$ cat src/rtl/modq_addsub_serial.sv
module modq_addsub_serial #(
  parameter int WORD_W    = 32,
  parameter int NUM_WORDS = 8,
  parameter logic [WORD_W*NUM_WORDS-1:0] MODULUS =
    256'hFFFFFFFF_00000001_00000000_00000000_00000000_FFFFFFFF_FFFFFFFF_FFFFFFFF
) (
  input  logic              clk,
  input  logic              rst_n,
  input  logic              start_i,
  input  logic              op_sub_i,
  input  logic [WORD_W-1:0] a_word_i,
  input  logic [WORD_W-1:0] b_word_i,
  output logic [WORD_W-1:0] result_o,
  output logic              done_o
);
  localparam int CNT_W = (NUM_WORDS > 1) ? $clog2(NUM_WORDS) : 1;
  localparam logic [CNT_W-1:0] LAST = CNT_W'(NUM_WORDS - 1);

  typedef enum logic [1:0] {ST_IDLE, ST_IN, ST_OUT} state_t;
  state_t state;

  logic [CNT_W-1:0]  cnt;
  logic              op_q, cy_q, bw_q, use_raw;
  logic [WORD_W-1:0] raw_buf [NUM_WORDS];
  logic [WORD_W-1:0] cor_buf [NUM_WORDS];
  logic [WORD_W-1:0] q_arr   [NUM_WORDS];

  for (genvar g = 0; g < NUM_WORDS; g++) begin : g_qword
    assign q_arr[g] = MODULUS[g*WORD_W +: WORD_W];
  end

  logic              accept, op_eff, cy_in, bw_in, cyo, bwo, sel_raw;
  logic [WORD_W:0]   s1, s2;
  logic [WORD_W-1:0] raw_w, cor_w;

  assign accept = (state == ST_IDLE && start_i) || state == ST_IN;
  assign op_eff = (state == ST_IDLE) ? op_sub_i : op_q;
  assign cy_in  = (state == ST_IDLE) ? 1'b0 : cy_q;
  assign bw_in  = (state == ST_IDLE) ? 1'b0 : bw_q;

  always_comb begin
    if (!op_eff) begin
      s1 = {1'b0, a_word_i} + {1'b0, b_word_i} + {{WORD_W{1'b0}}, cy_in};
      s2 = {1'b0, s1[WORD_W-1:0]} - {1'b0, q_arr[cnt]} - {{WORD_W{1'b0}}, bw_in};
      cyo = s1[WORD_W];
      bwo = s2[WORD_W];
    end else begin
      s1 = {1'b0, a_word_i} - {1'b0, b_word_i} - {{WORD_W{1'b0}}, bw_in};
      s2 = {1'b0, s1[WORD_W-1:0]} + {1'b0, q_arr[cnt]} + {{WORD_W{1'b0}}, cy_in};
      bwo = s1[WORD_W];
      cyo = s2[WORD_W];
    end
    raw_w   = s1[WORD_W-1:0];
    cor_w   = s2[WORD_W-1:0];
    sel_raw = op_eff ? !bwo : (bwo && !cyo);
  end

  always_ff @(posedge clk) begin
    if (accept) begin
      raw_buf[cnt] <= raw_w;
      cor_buf[cnt] <= cor_w;
    end
  end

  always_ff @(posedge clk) begin
    if (!rst_n) begin
      state   <= ST_IDLE;
      cnt     <= '0;
      op_q    <= 1'b0;
      cy_q    <= 1'b0;
      bw_q    <= 1'b0;
      use_raw <= 1'b0;
    end else begin
      case (state)
        ST_IDLE: if (start_i) begin
          op_q  <= op_sub_i;
          cy_q  <= cyo;
          bw_q  <= bwo;
          cnt   <= cnt + 1'b1;
          state <= ST_IN;
        end
        ST_IN: begin
          cy_q <= cyo;
          bw_q <= bwo;
          if (cnt == LAST) begin
            use_raw <= sel_raw;
            cnt     <= '0;
            state   <= ST_OUT;
          end else begin
            cnt <= cnt + 1'b1;
          end
        end
        ST_OUT: begin
          if (cnt == LAST) begin
            cnt   <= '0;
            state <= ST_IDLE;
          end else begin
            cnt <= cnt + 1'b1;
          end
        end
        default: state <= ST_IDLE;
      endcase
    end
  end

  assign result_o = (state == ST_OUT) ? (use_raw ? raw_buf[cnt] : cor_buf[cnt]) : '0;
  assign done_o   = (state == ST_OUT) && (cnt == '0);

  AST_DONE_SINGLE: assert property (@(posedge clk) disable iff (!rst_n)
    done_o |=> !done_o);
  AST_DONE_AFTER_LAST: assert property (@(posedge clk) disable iff (!rst_n)
    done_o |-> $past(state == ST_IN));
  AST_IDLE_QUIET: assert property (@(posedge clk) disable iff (!rst_n)
    (state == ST_IDLE) |-> (result_o == '0 && !done_o));
  AST_START_IGNORED: assert property (@(posedge clk) disable iff (!rst_n)
    (state == ST_IN && cnt != LAST) |=> (state == ST_IN && cnt == $past(cnt) + 1'b1));
  AST_OP_HELD: assert property (@(posedge clk) disable iff (!rst_n)
    (state != ST_IDLE) |=> $stable(op_q));
endmodule

$ cat config.mk
export PLATFORM = sky130hd
export DESIGN_NAME = modq_addsub_serial
export DESIGN_NICKNAME = d
export VERILOG_FILES = /design/src/rtl/modq_addsub_serial.sv
export SDC_FILE = /design/constraint.sdc
export NUM_CORES = 1
export LEC_CHECK = 0
export ABC_AREA = 1
export BUFFER_PORTS_ARGS = -buffer_cell sky130_fd_sc_hd__buf_2
export CELL_PAD_IN_SITES_DETAIL_PLACEMENT = 1
export CELL_PAD_IN_SITES_GLOBAL_PLACEMENT = 1
export CORE_ASPECT_RATIO = 0.5
export CORE_MARGIN = 3
export CORE_UTILIZATION = 30
export DETAILED_ROUTE_END_ITERATION = 6
export PLACE_DENSITY_LB_ADDON = 0.1
export SKIP_CTS_REPAIR_TIMING = 1
export SYNTH_ARGS = -nofsm -noshare
export SYNTH_HDL_FRONTEND = slang
export SYNTH_SLANG_ARGS = --single-unit
$ cat constraint.sdc
create_clock -name clk -period 10.3 [get_ports clk]
set_clock_uncertainty 0.2 [all_clocks]
set_input_delay 0 -clock clk [delete_from_list [all_inputs] [get_ports clk]]
set_output_delay 0 -clock clk [all_outputs]
set_load 0.03 [all_outputs]
==> results.cfg <==
[die]
dieArea_mm2 = 0.105
ioPinCount = 101
core-area_mm2 = 0.0989
start_util_pct = 30.7
std_cell_rows = 81
fp.dieW_um = 456
die_height_um = 231

[yosys]
synth-compound-area-share_pct = 16.0
async_flop_share_pct = 0
synth_top_family_by_area = compound AO/OA/AOI/OAI gates
ys_warn_count = 0
yosys.area_share.simple_pct = 16.0
netlist.area_leader.share_pct = 50.7
synth_area_mm2 = 0.0303
synthFlopType = edfxtp_1
synthesis.nets = 3557
synthAdderAreaFrac_pct = 8.37
yosys_register_bits = 524
synth_common_cells = edfxtp_1 (512), nand2_1 (485), nor2_1 (431)
ys_types = 51
syn_avg_cell_area_um2 = 9.21
syn-instance-count = 3291
synth_edf_count = 512
yosysSeqAreaShare_pct = 51.5
ys_top_cells_by_area = edfxtp_1 (51%), ha_1 (7.8%), o21ai_0 (6.3%)
synth_top_area_cell = edfxtp_1
synth_most_common_cell = edfxtp_1
synth_xor_area_share_pct = 1.56
muxShareOfSynthArea_pct = 0

[clocking]
htreeDepth = 2
cts_tree = done
clock_latency_ns = 0.61
cts_buffers = 56
cts_sinks = 524
clk_path_buf_depth = 3
path_clk_slew_ns = 0.06
cts.root.buffer_cell = clkbuf_16

[drt]
vias = 24400
antenna_left = 0
detail_route.first_pass.iterations = 4
drt-initial-drc-count = 1585
totalWireLength_um = 111000
routedWlPerCell_um = 23.4
route.detailed.drc = 0
vias_per_cell = 5.13

[critical_path]
critPathBufInv = 4
cp_top_family = simple AND/OR/NAND/NOR gates
path_class = reg2reg
cp.required_ns = 10.35
crit_path_start_kind = flop
crit_path_top_delay_cell = nor3_1
end_kind = flop
worstPathMaxFanout = 8
path_cells = inv_1 -> ha_1 -> nor2_1 -> fa_1 -> inv_1 -> fa_1 -> o21ai_2 -> a21oi_2 -> o21ai_2 -> a21boi_1 -> nand2_1 -> nand2_1 -> ha_1 -> inv_1 -> ha_1 -> nand2_1 -> inv_1 -> nand3_1 -> nor3_1 -> nand4_1 -> nand3_1 -> a21oi_1 -> o21ai_0 -> o21ai_0
cpPeakStageDelay_ns = 0.77
critPathMostFrequentCell = inv_1
arrival_ns = 6.38

[flow_run]
cap_violations = 0

[sta]
period_share_pct = 61.5
clock.fmax_mhz = 158
hold_violations = 0
finalMaxSlewViolations = 0
maxSlewHeadroom_pct = 13.1
grt_setup_unrepaired = false
setup_tns_ns = 0
setup_viol = 0
worstMarginPinSlew_ns = 1.29
min_period_ns = 6.33
whs_ns = 0.0617

[finish]
nNetsFinal = 3641
drive_above_1_share_pct = 7.92
syn2layout_area_growth_pct = 12.8
fillers = 11500
final_core_util_pct = 34.6

[global_route]
grt_overflow_total = 0
antenna_found_initial = 2
grt_util_all_layers_pct = 20.9
grt_pass1_vias = 25200
grt_start_max_net_pins = 99
grt_pass1_wl_um = 166000

[power]
vdd_ir_drop_max_v = 0.000181
powerDensity_mw_per_mm2 = 373
p_leak_nw = 13.3
power_mw = 12.7

[run_status]
status = finished, final reports clean

[placed_design]
post-dp-hpwl_um = 77200
gp_congestion = 0.872
numPortBuffers = 100

[worst_hold_path]
hold_class = in2reg
## worst paths after layout
path / cells past startpoint / end / start / slack [ns]
min reg2reg: 2 / state[0] / state[0] / 0.30
max reg2reg: 24 / cor_buf[7][19] / state[0] / 3.97
min: 9 / use_raw / a_word_i[31] / 0.06
max: 24 / cor_buf[7][19] / state[0] / 3.97
## sequential cells by signal, summed over array words and instances, names as in the netlist, named ones only
name	count
use_raw	1
cy_q	1
raw_buf	256
op_q	1
cnt	3
state	2
bw_q	1
cor_buf	256
## worst register-to-register path, cell delays in order (launching register included)
cell and delay (ns):
dfxtp_1 0.35, inv_1 0.07, ha_1 0.31, nor2_1 0.25, fa_1 0.24, inv_1 0.06, fa_1 0.41, o21ai_2 0.25
a21oi_2 0.12, o21ai_2 0.31, a21boi_1 0.14, nand2_1 0.11, nand2_1 0.08, ha_1 0.27, inv_1 0.04, ha_1 0.35
nand2_1 0.12, inv_1 0.08, nand3_1 0.21, nor3_1 0.77, nand4_1 0.37, nand3_1 0.22, a21oi_1 0.08, o21ai_0 0.18
o21ai_0 0.37
## cells in the final DEF (no fill, tap or decap), types with 10 or more instances in the layout
cell type  synthesis  layout
clkbuf_1          78      12
nor3_1            31      31
edfxtp_1         512     512
clkbuf_16          0      56
o211ai_1          37      37
inv_1            386     383
xor2_1            41      41
a21oi_1          194     194
o21ai_1            4      14
o21bai_1          26      26
o21ai_0          381     370
a21o_1            18      18
nand2_2           17      17
ha_1             190     190
o22ai_1           35      35
xnor2_1           11      11
nand3_1          161     161
clkinv_1           0      23
buf_2             39     100
nor2_1           431     423
buf_4              1      41
nand4_1           18      18
o221ai_1          93      93
nand3b_1          10      10
nand2_1          485     485
## report_power, final
group          internal [mW]  switching (mW)  total, mW
Combinational           1.76            5.25       7.02
Sequential              3.64           0.132       3.77
Clock                   1.12           0.840       1.96
Total                   6.52            6.23       12.7
## layer usage
| layer | wire length [µm] | vias up | global-route usage (%) |
|---|---|---|---|
| met4 | 1910 | 0 | 4.24 |
| met1 | 57100 | 12200 | 31.6 |
| met5 | 0 | - | 0 |
| met3 | 3930 | 107 | 1.80 |
| met2 | 48300 | 375 | 32.7 |
| li1 | - | 11700 | - |
## stage by stage
step                      area, µm²  worst slack [ns]  cells
final                         34200              3.97   4751
after floorplan               30300              5.89   3291
after global placement        32400              4.20   4638
after detailed placement      32400              4.06   4638
after CTS                     34100              4.03   4741
after global routing          34200              3.53   4748
## area by class of cell
cell class / count / area [µm²] / area share (%)
Sequential cell: 524 / 15600 / 45.7
Clock buffer: 68 / 1450 / 4.23
Clock inverter: 35 / 312 / 0.911
Multi-Input combinational cell: 2256 / 12800 / 37.4
Tap cell: 1328 / 1660 / 4.86
Antenna cell: 3 / 7.51 / 0.0219
Timing Repair Buffer: 148 / 878 / 2.57
Inverter: 389 / 1470 / 4.29
## logic make-up after synthesis
kind of cell / after synthesis
DFF: 524
AOI/OAI and AO/OA: 828
buffers and inverters: 511
adders and majority gates: 198
and+or+nand+nor: 1177
xor gates and xnor gates: 53
(Power assumes the default switching activity.)
